===== config.mk =====
export PLATFORM = sky130hd
export DESIGN_NAME = pwm_slice
export DESIGN_NICKNAME = d
export VERILOG_FILES = /design/src/rtl/pwm_slice_pkg.sv /design/src/rtl/pwm_slice_regs.sv /design/src/rtl/pwm_slice_counter.sv /design/src/rtl/pwm_slice_chan.sv /design/src/rtl/pwm_slice.sv
export SDC_FILE = /design/constraint.sdc
export NUM_CORES = 1
export LEC_CHECK = 0
export ABC_AREA = 0
export CAP_MARGIN = 20
export CORE_MARGIN = 1.5
export CORE_UTILIZATION = 25
export DETAILED_ROUTE_END_ITERATION = 16
export DONT_BUFFER_PORTS = 1
export GPL_TIMING_DRIVEN = 0
export MAX_ROUTING_LAYER = met4
export PLACE_DENSITY = 0.37
export SKIP_LAST_GASP = 1
export SYNTH_ARGS = -nofsm -noshare
export SYNTH_HDL_FRONTEND = slang
export SYNTH_HIERARCHICAL = 1
export SYNTH_SLANG_ARGS = --single-unit

===== constraint.sdc =====
create_clock -name clk -period 5 [get_ports clk]
set_input_delay 1 -clock clk [delete_from_list [all_inputs] [get_ports clk]]
set_output_delay 1 -clock clk [all_outputs]
set_load 0.01 [all_outputs]

===== src/rtl/pwm_slice_pkg.sv =====
// Package: shared register addresses and control layout for the PWM slice.
// Assumes a 2-bit register address and a control image that fits in the low
// byte of the write data.
package pwm_slice_pkg;

    // Register addresses on the slice's write/read port.
    typedef enum logic [1:0] {
        REG_CTRL  = 2'd0,
        REG_COUNT = 2'd1,
        REG_LEVEL = 2'd2,
        REG_TOP   = 2'd3
    } slice_reg_e;

    localparam int CTRL_W  = 6;
    localparam int ADV_POS = 4;
    localparam int RET_POS = 5;

    // Control image, bit 0 (run) is the LSB.
    typedef struct packed {
        logic ret_req;
        logic adv_req;
        logic inv_b;
        logic inv_a;
        logic phase_corr;
        logic run;
    } slice_ctrl_t;

endpackage


===== src/rtl/pwm_slice_regs.sv =====
// Module: register file of the slice. Holds the control bits, the pending
// advance/retard requests, the shadow top and level values and the sticky
// interrupt flag. Every write is merged under a per-bit mask.
// Assumes CNT_W >= CTRL_W so the control image fits in the data word.
module pwm_slice_regs
    import pwm_slice_pkg::*;
#(
    parameter int CNT_W = 16
) (
    input  logic                 clk,
    input  logic                 rst_n,
    input  logic                 reg_wr,
    input  logic [1:0]           reg_addr,
    input  logic [2*CNT_W-1:0]   reg_wdata,
    input  logic [2*CNT_W-1:0]   reg_wmask,
    output logic [2*CNT_W-1:0]   reg_rdata,
    input  logic                 irq_ack,
    input  logic                 wrap,
    input  logic                 adv_done,
    input  logic                 ret_done,
    input  logic [CNT_W-1:0]     cnt,
    output logic                 run,
    output logic                 phase_corr,
    output logic [1:0]           inv,
    output logic                 adv_pend,
    output logic                 ret_pend,
    output logic [CNT_W-1:0]     top_pend,
    output logic [2*CNT_W-1:0]   lvl_pend,
    output logic                 cnt_ld,
    output logic [CNT_W-1:0]     cnt_ld_val,
    output logic                 irq
);

    localparam int DATA_W = 2 * CNT_W;

    logic wr_ctrl, wr_top, wr_lvl;
    logic [CTRL_W-1:0] ctrl_mask, ctrl_data;
    logic [CNT_W-1:0]  lo_mask, lo_data;
    slice_ctrl_t       ctrl_img, ctrl_new;
    logic              adv_set, ret_set;

    // Address decode of the write strobe.
    assign wr_ctrl = reg_wr && (reg_addr == REG_CTRL);
    assign wr_top  = reg_wr && (reg_addr == REG_TOP);
    assign wr_lvl  = reg_wr && (reg_addr == REG_LEVEL);
    assign cnt_ld  = reg_wr && (reg_addr == REG_COUNT);

    assign ctrl_mask = reg_wmask[CTRL_W-1:0];
    assign ctrl_data = reg_wdata[CTRL_W-1:0];
    assign lo_mask   = reg_wmask[CNT_W-1:0];
    assign lo_data   = reg_wdata[CNT_W-1:0];

    // Current control image and its masked update.
    assign ctrl_img = '{ret_req: ret_pend, adv_req: adv_pend, inv_b: inv[1],
                        inv_a: inv[0], phase_corr: phase_corr, run: run};
    assign ctrl_new = slice_ctrl_t'((ctrl_img & ~ctrl_mask) | (ctrl_data & ctrl_mask));

    // Requests are set only by writing a one under the mask.
    assign adv_set = wr_ctrl && ctrl_mask[ADV_POS] && ctrl_new.adv_req;
    assign ret_set = wr_ctrl && ctrl_mask[RET_POS] && ctrl_new.ret_req;

    // Direct counter load value, merged with the live count.
    assign cnt_ld_val = (cnt & ~lo_mask) | (lo_data & lo_mask);

    // Control, shadow and flag registers.
    always_ff @(posedge clk) begin
        if (!rst_n) begin
            run        <= 1'b0;
            phase_corr <= 1'b0;
            inv        <= '0;
            adv_pend   <= 1'b0;
            ret_pend   <= 1'b0;
            top_pend   <= '1;
            lvl_pend   <= '0;
            irq        <= 1'b0;
        end else begin
            if (wr_ctrl) begin
                run        <= ctrl_new.run;
                phase_corr <= ctrl_new.phase_corr;
                inv        <= {ctrl_new.inv_b, ctrl_new.inv_a};
            end
            adv_pend <= adv_set | (adv_pend & ~adv_done);
            ret_pend <= ret_set | (ret_pend & ~ret_done);
            if (wr_top) top_pend <= (top_pend & ~lo_mask) | (lo_data & lo_mask);
            if (wr_lvl) lvl_pend <= (lvl_pend & ~reg_wmask) | (reg_wdata & reg_wmask);
            irq <= wrap | (irq & ~irq_ack);
        end
    end

    // Read multiplexer.
    always_comb begin
        reg_rdata = '0;
        case (reg_addr)
            REG_CTRL:  reg_rdata = DATA_W'(ctrl_img);
            REG_COUNT: reg_rdata = DATA_W'(cnt);
            REG_LEVEL: reg_rdata = lvl_pend;
            default:   reg_rdata = DATA_W'(top_pend);
        endcase
    end

    AST_ADV_SELF_CLEAR: assert property (@(posedge clk) disable iff (!rst_n)
        (adv_done && !adv_set) |=> !adv_pend);
    AST_RET_SELF_CLEAR: assert property (@(posedge clk) disable iff (!rst_n)
        (ret_done && !ret_set) |=> !ret_pend);
    AST_IRQ_STICKY: assert property (@(posedge clk) disable iff (!rst_n)
        (irq && !irq_ack) |=> irq);

endmodule


===== src/rtl/pwm_slice_counter.sv =====
// Module: the slice's counter. It steps in up or phase-correct mode, applies
// advance and retard requests, owns the active top and level copies that are
// reloaded at each wrap (or continuously while halted) and registers the DMA
// request. Assumes cnt_tick is a single-cycle strobe from the divider.
module pwm_slice_counter #(
    parameter int CNT_W = 16
) (
    input  logic                 clk,
    input  logic                 rst_n,
    input  logic                 cnt_tick,
    input  logic                 run,
    input  logic                 phase_corr,
    input  logic                 adv_pend,
    input  logic                 ret_pend,
    input  logic                 cnt_ld,
    input  logic [CNT_W-1:0]     cnt_ld_val,
    input  logic [CNT_W-1:0]     top_pend,
    input  logic [2*CNT_W-1:0]   lvl_pend,
    output logic [CNT_W-1:0]     cnt,
    output logic [2*CNT_W-1:0]   lvl_act,
    output logic                 wrap,
    output logic                 adv_done,
    output logic                 ret_done,
    output logic                 dreq
);

    localparam logic [CNT_W-1:0] ONE = CNT_W'(1);

    logic [CNT_W-1:0] top_act;
    logic             rising;
    logic [CNT_W-1:0] nxt_cnt;
    logic             nxt_rising, nxt_wrap;
    logic             do_step;

    // Qualify the strobe and the phase requests; a direct load wins.
    assign adv_done = !cnt_ld && run && !cnt_tick && adv_pend;
    assign ret_done = !cnt_ld && run && cnt_tick && ret_pend;
    assign do_step  = (!cnt_ld && run && cnt_tick && !ret_pend) || adv_done;
    assign wrap     = do_step && nxt_wrap;

    // Next count and direction for one step in the current mode.
    always_comb begin
        nxt_cnt    = cnt;
        nxt_rising = rising;
        nxt_wrap   = 1'b0;
        if (!phase_corr) begin
            nxt_rising = 1'b1;
            if (cnt >= top_act) begin
                nxt_cnt  = '0;
                nxt_wrap = 1'b1;
            end else begin
                nxt_cnt = cnt + ONE;
            end
        end else if (rising) begin
            if (cnt >= top_act) begin
                if (cnt == '0) begin
                    nxt_wrap = 1'b1;
                end else begin
                    nxt_rising = 1'b0;
                    nxt_cnt    = cnt - ONE;
                end
            end else begin
                nxt_cnt = cnt + ONE;
            end
        end else begin
            if (cnt == '0) begin
                nxt_wrap   = 1'b1;
                nxt_rising = 1'b1;
                nxt_cnt    = (top_act == '0) ? '0 : ONE;
            end else begin
                nxt_cnt = cnt - ONE;
            end
        end
    end

    // Count state, active copies and DMA request.
    always_ff @(posedge clk) begin
        if (!rst_n) begin
            cnt     <= '0;
            rising  <= 1'b1;
            top_act <= '1;
            lvl_act <= '0;
            dreq    <= 1'b0;
        end else begin
            dreq <= wrap;
            if (cnt_ld) begin
                cnt <= cnt_ld_val;
            end else if (do_step) begin
                cnt    <= nxt_cnt;
                rising <= nxt_rising;
            end
            if (!phase_corr) rising <= 1'b1;
            if (wrap || !run) begin
                top_act <= top_pend;
                lvl_act <= lvl_pend;
            end
        end
    end

    AST_HALT_HOLDS: assert property (@(posedge clk) disable iff (!rst_n)
        (!run && !cnt_ld) |=> $stable(cnt));
    AST_ACTIVE_FROZEN: assert property (@(posedge clk) disable iff (!rst_n)
        (run && !wrap) |=> ($stable(top_act) && $stable(lvl_act)));
    AST_RET_SWALLOW: assert property (@(posedge clk) disable iff (!rst_n)
        ret_done |=> $stable(cnt));

endmodule


===== src/rtl/pwm_slice_chan.sv =====
// Module: one output channel. The output is high while the count is below the
// channel level, then passes through the channel's polarity control.
// Assumes count and level share one width.
module pwm_slice_chan #(
    parameter int CNT_W = 16
) (
    input  logic [CNT_W-1:0] cnt,
    input  logic [CNT_W-1:0] level,
    input  logic             invert,
    output logic             pwm
);

    // Compare and optional inversion.
    assign pwm = (cnt < level) ^ invert;

endmodule


===== src/rtl/pwm_slice.sv =====
// Module: top of the dual-channel PWM slice. Ties the register file, the
// counter and two compare channels together.
// Assumes the register data width is twice the counter width.
module pwm_slice #(
    parameter int CNT_W = 16
) (
    input  logic                 clk,
    input  logic                 rst_n,
    input  logic                 cnt_tick,
    input  logic                 reg_wr,
    input  logic [1:0]           reg_addr,
    input  logic [2*CNT_W-1:0]   reg_wdata,
    input  logic [2*CNT_W-1:0]   reg_wmask,
    output logic [2*CNT_W-1:0]   reg_rdata,
    input  logic                 irq_ack,
    output logic                 irq,
    output logic                 dreq,
    output logic                 pwm_a,
    output logic                 pwm_b
);

    localparam int NUM_CH = 2;

    logic                     run, phase_corr, adv_pend, ret_pend;
    logic [NUM_CH-1:0]        inv;
    logic [CNT_W-1:0]         top_pend, cnt, cnt_ld_val;
    logic [NUM_CH*CNT_W-1:0]  lvl_pend, lvl_act;
    logic                     cnt_ld, wrap, adv_done, ret_done;
    logic [NUM_CH-1:0]        pwm_vec;

    pwm_slice_regs #(.CNT_W(CNT_W)) i_regs (
        .clk        (clk),
        .rst_n      (rst_n),
        .reg_wr     (reg_wr),
        .reg_addr   (reg_addr),
        .reg_wdata  (reg_wdata),
        .reg_wmask  (reg_wmask),
        .reg_rdata  (reg_rdata),
        .irq_ack    (irq_ack),
        .wrap       (wrap),
        .adv_done   (adv_done),
        .ret_done   (ret_done),
        .cnt        (cnt),
        .run        (run),
        .phase_corr (phase_corr),
        .inv        (inv),
        .adv_pend   (adv_pend),
        .ret_pend   (ret_pend),
        .top_pend   (top_pend),
        .lvl_pend   (lvl_pend),
        .cnt_ld     (cnt_ld),
        .cnt_ld_val (cnt_ld_val),
        .irq        (irq)
    );

    pwm_slice_counter #(.CNT_W(CNT_W)) i_counter (
        .clk        (clk),
        .rst_n      (rst_n),
        .cnt_tick   (cnt_tick),
        .run        (run),
        .phase_corr (phase_corr),
        .adv_pend   (adv_pend),
        .ret_pend   (ret_pend),
        .cnt_ld     (cnt_ld),
        .cnt_ld_val (cnt_ld_val),
        .top_pend   (top_pend),
        .lvl_pend   (lvl_pend),
        .cnt        (cnt),
        .lvl_act    (lvl_act),
        .wrap       (wrap),
        .adv_done   (adv_done),
        .ret_done   (ret_done),
        .dreq       (dreq)
    );

    // One compare channel per output.
    for (genvar ch = 0; ch < NUM_CH; ch++) begin : g_chan
        pwm_slice_chan #(.CNT_W(CNT_W)) i_chan (
            .cnt    (cnt),
            .level  (lvl_act[ch*CNT_W +: CNT_W]),
            .invert (inv[ch]),
            .pwm    (pwm_vec[ch])
        );
    end

    assign pwm_a = pwm_vec[0];
    assign pwm_b = pwm_vec[1];

    AST_DREQ_FLAGGED: assert property (@(posedge clk) disable iff (!rst_n)
        dreq |-> irq);
    AST_OUT_HOLD: assert property (@(posedge clk) disable iff (!rst_n)
        (!run && !reg_wr && $stable(inv)) |=> ($stable(pwm_a) && $stable(pwm_b)));

endmodule


Yosys cells after proc, flatten, opt, wreduce, memory -nomap -nowiden. Cells that the tools add are included.

Add/sub/neg operators: 2. Order comparisons: 3. Equality and inequality tests: 4. Multiplexer cells: 17. Bitwise operators: 26. Reductions and logical operators: 28.

Operators by type and width (number): $mux 16 (8); $pmux 32 s3 (1); $and 32x32->32 (2); $and 16x16->16 (3); $logic_not 16->1 (2); $lt 16x16->1 (2); $not 32->32 (1); $or 16x16->16 (2); $or 32x32->32 (1); $add 16x1->16 const B (1); $ge 16x16->1 (1); $not 16->16 (1); $sub 16x1->16 const B (1); $logic_and 1x1->1 (15); $and 6x6->6 (2); $mux 1 (8); $not 6->6 (1); $or 6x6->6 (1); $reduce_and 2->1 (3); $ne 5x4->1 const B (1); $eq 2x2->1 const B (2); $logic_not 1->1 (4); $not 1->1 (4); $and 1x1->1 (3); 6 further kinds (10).

Bits in registers: 121. Input bits: 71. Output and inout port bits: 36.

Logic depth before layout (Yosys ltp).
Depth after elaboration: 9. Gate-level depth with buffers: 13. Depth with buffers taken out: 9.

Hierarchy. Netlist, hierarchy kept.

Modules (own cells, without submodules): pwm_slice_counter (times used 1, cells an instance 486, area an instance 3767.4 um^2, sequential area each 1321.3 um^2); pwm_slice_regs (times used 1, cells an instance 366, area an instance 3417.0 um^2, sequential area each 1101.1 um^2); pwm_slice_chan (times used 2, cells an instance 54, area an instance 415.4 um^2, sequential area each 0.0 um^2).

Least setup slack after synthesis. Ideal clock, no wire load.

Path type: input to register. From: in reg_addr[0]. To: reg i_counter.cnt[9]. Arrival time: 3.090 ns. Setup slack: 1.794 ns. Stages on the path: 13. Path buffers: 5. Cells stage by stage: buf_4 buf_4 buf_2 nand2_1 nor2_1 clkinv_1 o2111ai_1 or4_1 o21ai_1 buf_2 buf_2 o21ai_0 a41o_1.

Longest elaborated chain between the ends: 9. Elaborated cells between the ends (all ways): 13. Those cells by class: eq/ne (2); mux (1); reduce/logical (10).

Ends and longest elaborated chain: start: declaration (line pwm_slice.sv:11) `input logic [1:0] reg_addr,`; $eq 2x1->1 (*) (line pwm_slice_regs.sv:46) `assign cnt_ld = reg_wr && (reg_addr == REG_COUNT);`; $logic_and 1x1->1 (*) (line pwm_slice_regs.sv:46); via cnt_ld (line pwm_slice.sv:28) `logic cnt_ld, wrap, adv_done, ret_done;`; $logic_not 1->1 (line pwm_slice_counter.sv:36, pwm_slice_counter.sv:38); $logic_and 1x1->1 (line pwm_slice_counter.sv:36, pwm_slice_counter.sv:38); $logic_and 1x1->1 (on tied branches) (2 in a row) (line pwm_slice_counter.sv:38, pwm_slice_counter.sv:36); $logic_or 1x1->1 (line pwm_slice_counter.sv:38) `assign do_step = (!cnt_ld && run && cnt_tick && !ret_pend) || adv_done;`; $reduce_bool 2->1 (no source line); $reduce_and 2->1 (no source line); end signal: assignment (line pwm_slice_counter.sv:87) `cnt <= cnt_ld_val;`; end signal: assignment (line pwm_slice_counter.sv:89) `cnt <= nxt_cnt;`; end: declaration (line pwm_slice_counter.sv:19) `output logic [CNT_W-1:0] cnt,`.

The timed path passes the listed nets; every way through them passes the cells marked *. A chain may end at the register's enable or synchronous reset.

Worst setup path in the final report.
From: reg i_counter.cnt[0]. To: reg i_counter.lvl_act[26].

Longest elaborated chain between the ends: 7. Elaborated cells between the ends (all ways): 9. Those cells by class: order compare (1); mux (5); reduce/logical (3).

Ends and longest elaborated chain: branches (longest 4 deep; another with $ge 16x16->1); $mux 1 (*) (line pwm_slice_counter.sv:46) `if (!phase_corr) begin`; $logic_and 1x1->1 (*) (line pwm_slice_counter.sv:39) `assign wrap = do_step && nxt_wrap;`; $logic_or 1x1->1 (*) (line pwm_slice_counter.sv:93) `if (wrap || !run) begin`; end signal: assignment (line pwm_slice_counter.sv:95) `lvl_act <= lvl_pend;`; end: declaration (line pwm_slice_counter.sv:20) `output logic [2*CNT_W-1:0] lvl_act,`.

Every way passes the cells marked *.

==> metrics.md <==
| Metric | Value |
|---|---|
| Vias | `just over 7,000` |
| Worst EP required | `around 5.4 ns` |
| Total wire length | `approximately 33,000 um` |
| P_sw | `about 0.00075 W` |
| Ant diodes | `0` |
| Clock sink count | `between 100 and 150` |
| Number of global-route vias before repair | `approximately 7,000` |
| Worst hold path stage count | `2` |
| Internal | `~0.002 W` |
| Hold Vio Cnt, Final | `0` |
| Crit Path Max Fanout | `10` |
| CTS Buf Count | `17` |
| Crit path cell chain | `clkbuf_1, inv_1, ha_1, nand2b_1, a2111oi_4, o32ai_2, nor3_2, buf_2, o21a_1, buf_2, nand2_1, a21oi_1` |
| PD cells | `between 200 and 300 nW/um^2` |
| FF-to-FF End | `i_counter/lvl_act[26]` |
| Commonest non-fill, non-tap cells in the layout | `nand2_1, dfxtp_1, inv_1` |
| Cell count after synthesis | `960` |
| GP Congestion | `around 0.86` |
| Post-CTS setup buffer count | `0` |
| Max incr delay on CP | `between 0.5 and 0.6 ns` |
| Crit-path slowest cell | `dfxtp_1` |
| Static leakage | `around 3.7 nW` |
| Antenna violations before repair | `0` |
| Filler cell count | `3,452` |
| Part of the power in the clock network | `0.495` |
| Asr flop ratio synth | `0` |
| Seq/Total Area, Yosys | `0.302` |
| Hold Path End | `i_counter/lvl_act[11]` |
| Most used cell, CP | `buf_2` |
| Setup TNS | `0 ns` |
| Warnings, synthesis | `6` |
| Die area | `about 33,000 um^2` |
| Routed wire length per instance | `23.8 um` |
| Most common cell after layout, fill and taps aside | `nand2_1` |
| Core Region | `31,600 um^2` |
| Hold Crit Start | `i_counter/lvl_act[11]` |
| Status | `finished clean` |
| Worst VDD drop | `around 260 uV` |
| Grt total ovfl | `0` |
| TritonCTS clock tree | `yes` |
| Chip height | `approximately 180 um` |
| Final setup vio count | `0` |
| Post-synthesis register bit count | `around 120` |
| Slew HR | `0.347` |
| IO buf count | `0` |
| Final Net Count | `~1,100` |
| Post-route insts no fill | `about 1,400` |
| # resized after CTS | `0` |
| Worst r2r src | `i_counter/cnt[0]` |
| Htree depth | `4` |
| Synth Flop Type | `dfxtp_1` |
| Root Driver | `clkbuf_16` |
| Final ANT Viol Nets | `0` |
| Combinational power share | `0.130` |
| Tcrit/Tclk final | `0.789` |
| Delay-heaviest family, CP | `buffers and inverters` |
| CP endpoint kind | `flip-flop` |
| Max Slew Vio Count | `0` |
| Share of layout cells above drive strength 1 | `0.119` |
| Row cnt | `65` |
| Synth cell types | `between 70 and 80` |
| Sum of net half-perimeters after detailed placement | `about 25,000 um` |
| TritonRoute pass-1 iters | `5` |
| R2R depth | `12` |
| Actual slew at the worst max-slew pin | `around 0.97 ns` |
| WHS | `approximately 0.45 ns` |
| Post-Syn Area per Cell | `between 8 and 9 um^2` |
| Overall Power | `0.00273 W` |
| Flop2flop setup slack | `1.05 ns` |
| Initial core utilization | `0.254` |
| Cell Area, Synth | `roughly 8000 um^2` |
| Post-Place Cells | `between 1,000 and 1,500` |
| Layout area overhead | `14.1%` |
| Post-CTS Hold Fix Bufs | `0` |
| Max Cap Viol | `0` |
| Mapped Nets | `between 1,000 and 1,500` |
| CTS Buffer Depth | `2` |
| Clock skew | `0.0116 ns` |
| Die width | `~180 um` |
| Crit path DAT | `between 4 and 5 ns` |
| Clk_lat worst skew | `about 0.43 ns` |
| Largest net degree at the start of global routing | `17` |
| GRT Overall Usage | `0.209` |
| I/O Pins | `107` |
| Initial DRC Count | `573` |
| Number of synthesized flops with an enable pin | `0` |
| RSZ-0062 raised after global routing | `false` |
| DRC Markers | `0` |
| Reg power frac | `0.375` |
| Buf+Inv Stages, Crit Path | `4` |
| Hold Crit Class | `reg2reg` |
| Kind of critical path | `reg2reg` |
| Crit start category | `flip-flop` |
| Period minus WS final | `3.95 ns` |
| Number of vias per cell | `5.19` |
| Post-Route Utilization | `0.290` |
| Fmax | `about 250 MHz` |
| First-pass GRT wire length | `roughly 49,000 um` |
| Switch share | `0.276` |
| Clk slew on worst S/H paths | `around 0.060 ns` |
layer usage:
metal | vias to the layer above | wire length (um) | track usage
met5 | - | 0 | -
met4 | 0 | 381 | 0.0440
met3 | 22 | 1830 | 0.0477
met2 | 185 | 15000 | 0.322
met1 | 3557 | 15900 | 0.279
li1 | 3477 | - | -
cell usage after synthesis, drive strengths merged, types with 3 or more instances:
master / instances / area, um^2
dfxtp: 121 / 2420
buf: 41 / 265
nand3: 16 / 80.1
a31oi: 4 / 25.0
a22oi: 7 / 52.6
o22ai: 6 / 37.5
a32o: 3 / 30.0
nand2b: 4 / 40.0
clkbuf: 29 / 111
a22o: 11 / 96.3
nor3: 14 / 80.1
nor2b: 35 / 219
a2111oi: 5 / 108
mux2i: 54 / 541
mux2: 27 / 304
nand2: 181 / 679
a21oi: 52 / 260
a41o: 3 / 30.0
o221ai: 8 / 70.1
and2: 17 / 106
ha: 49 / 613
o32ai: 3 / 33.8
nand4b: 32 / 280
o21ai: 24 / 131
o31ai: 4 / 30.0
or4: 3 / 26.3
and4bb: 4 / 50.1
xnor2: 5 / 43.8
nor4: 6 / 37.5
a21o: 5 / 37.5
o211ai: 16 / 120
mux4: 6 / 135
inv: 60 / 225
and4: 10 / 87.6
o32a: 3 / 30.0
nor2: 29 / 111
nand4: 24 / 150
o21a: 5 / 37.5
or3: 4 / 25.0
power groups by stage:
| stage | Combinational [W] | Sequential, W | Clock [W] |
|---|---|---|---|
| after floorplan | 0.000255 | 0.00102 | 0 |
| final | 0.000355 | 0.00102 | 0.00135 |
| after detailed placement | 0.000355 | 0.00104 | 0 |
| after CTS | 0.000355 | 0.00102 | 0.00139 |
| after global routing | 0.000388 | 0.00103 | 0.00143 |
| after global placement | 0.000355 | 0.00105 | 0 |
through the flow:
stage / worst slack (ns) / instance area (um^2)
finish: 1.05 / 9150
global route: 0.860 / 9150
CTS: 1.08 / 9150
detailed placement: 0.889 / 8520
global placement: 0.776 / 8520
floorplan: 1.79 / 8020
how the worst max path moves through the flow:
stage	cells past startpoint	slack [ns]	endpoint	startpoint
floorplan	13	1.79	i_counter/cnt[9]	reg_addr[0]
global placement	13	0.78	i_counter/cnt[9]	reg_addr[0]
detailed placement	13	0.89	i_counter/cnt[9]	reg_addr[0]
CTS	12	1.08	i_counter/lvl_act[26]	i_counter/cnt[0]
global route	12	0.86	i_counter/lvl_act[27]	i_counter/cnt[0]
finish	12	1.05	i_counter/lvl_act[26]	i_counter/cnt[0]
cells by family (layout without fill, tap and decap cells):
| group | count (synthesis) | after routing | share of synthesized area |
|---|---|---|---|
| AO/OA/AOI/OAI | 177 | 177 | 0.162 |
| XOR/XNOR | 7 | 7 | 0.00765 |
| adder cells (fa/ha/maj) | 49 | 49 | 0.0765 |
| buffers and inverters | 131 | 163 | 0.0756 |
| flip-flops | 121 | 121 | 0.302 |
| multiplexers | 87 | 87 | 0.122 |
| AND/OR/NAND/NOR | 388 | 388 | 0.254 |
worst register-to-register path, cell delays in order, from the launching register on:
cell and delay [ns]:
dfxtp_1 0.53, clkbuf_1 0.31, inv_1 0.20, ha_1 0.32
nand2b_1 0.19, a2111oi_4 0.42, o32ai_2 0.23, nor3_2 0.40
buf_2 0.34, o21a_1 0.36, buf_2 0.36, nand2_1 0.11
a21oi_1 0.12
cell type report:
type | count | area (um^2) | share of cell area
flip-flops and latches | 121 | 2420 | 0.265
clock buffers | 20 | 457 | 0.0499
multi-input cells | 708 | 4990 | 0.545
clock inverters | 12 | 173 | 0.0189
inverters | 61 | 229 | 0.0250
plain buffers | 70 | 377 | 0.0412
well taps | 402 | 503 | 0.0550
No activity file was read; power rests on OpenSTA's default activity.
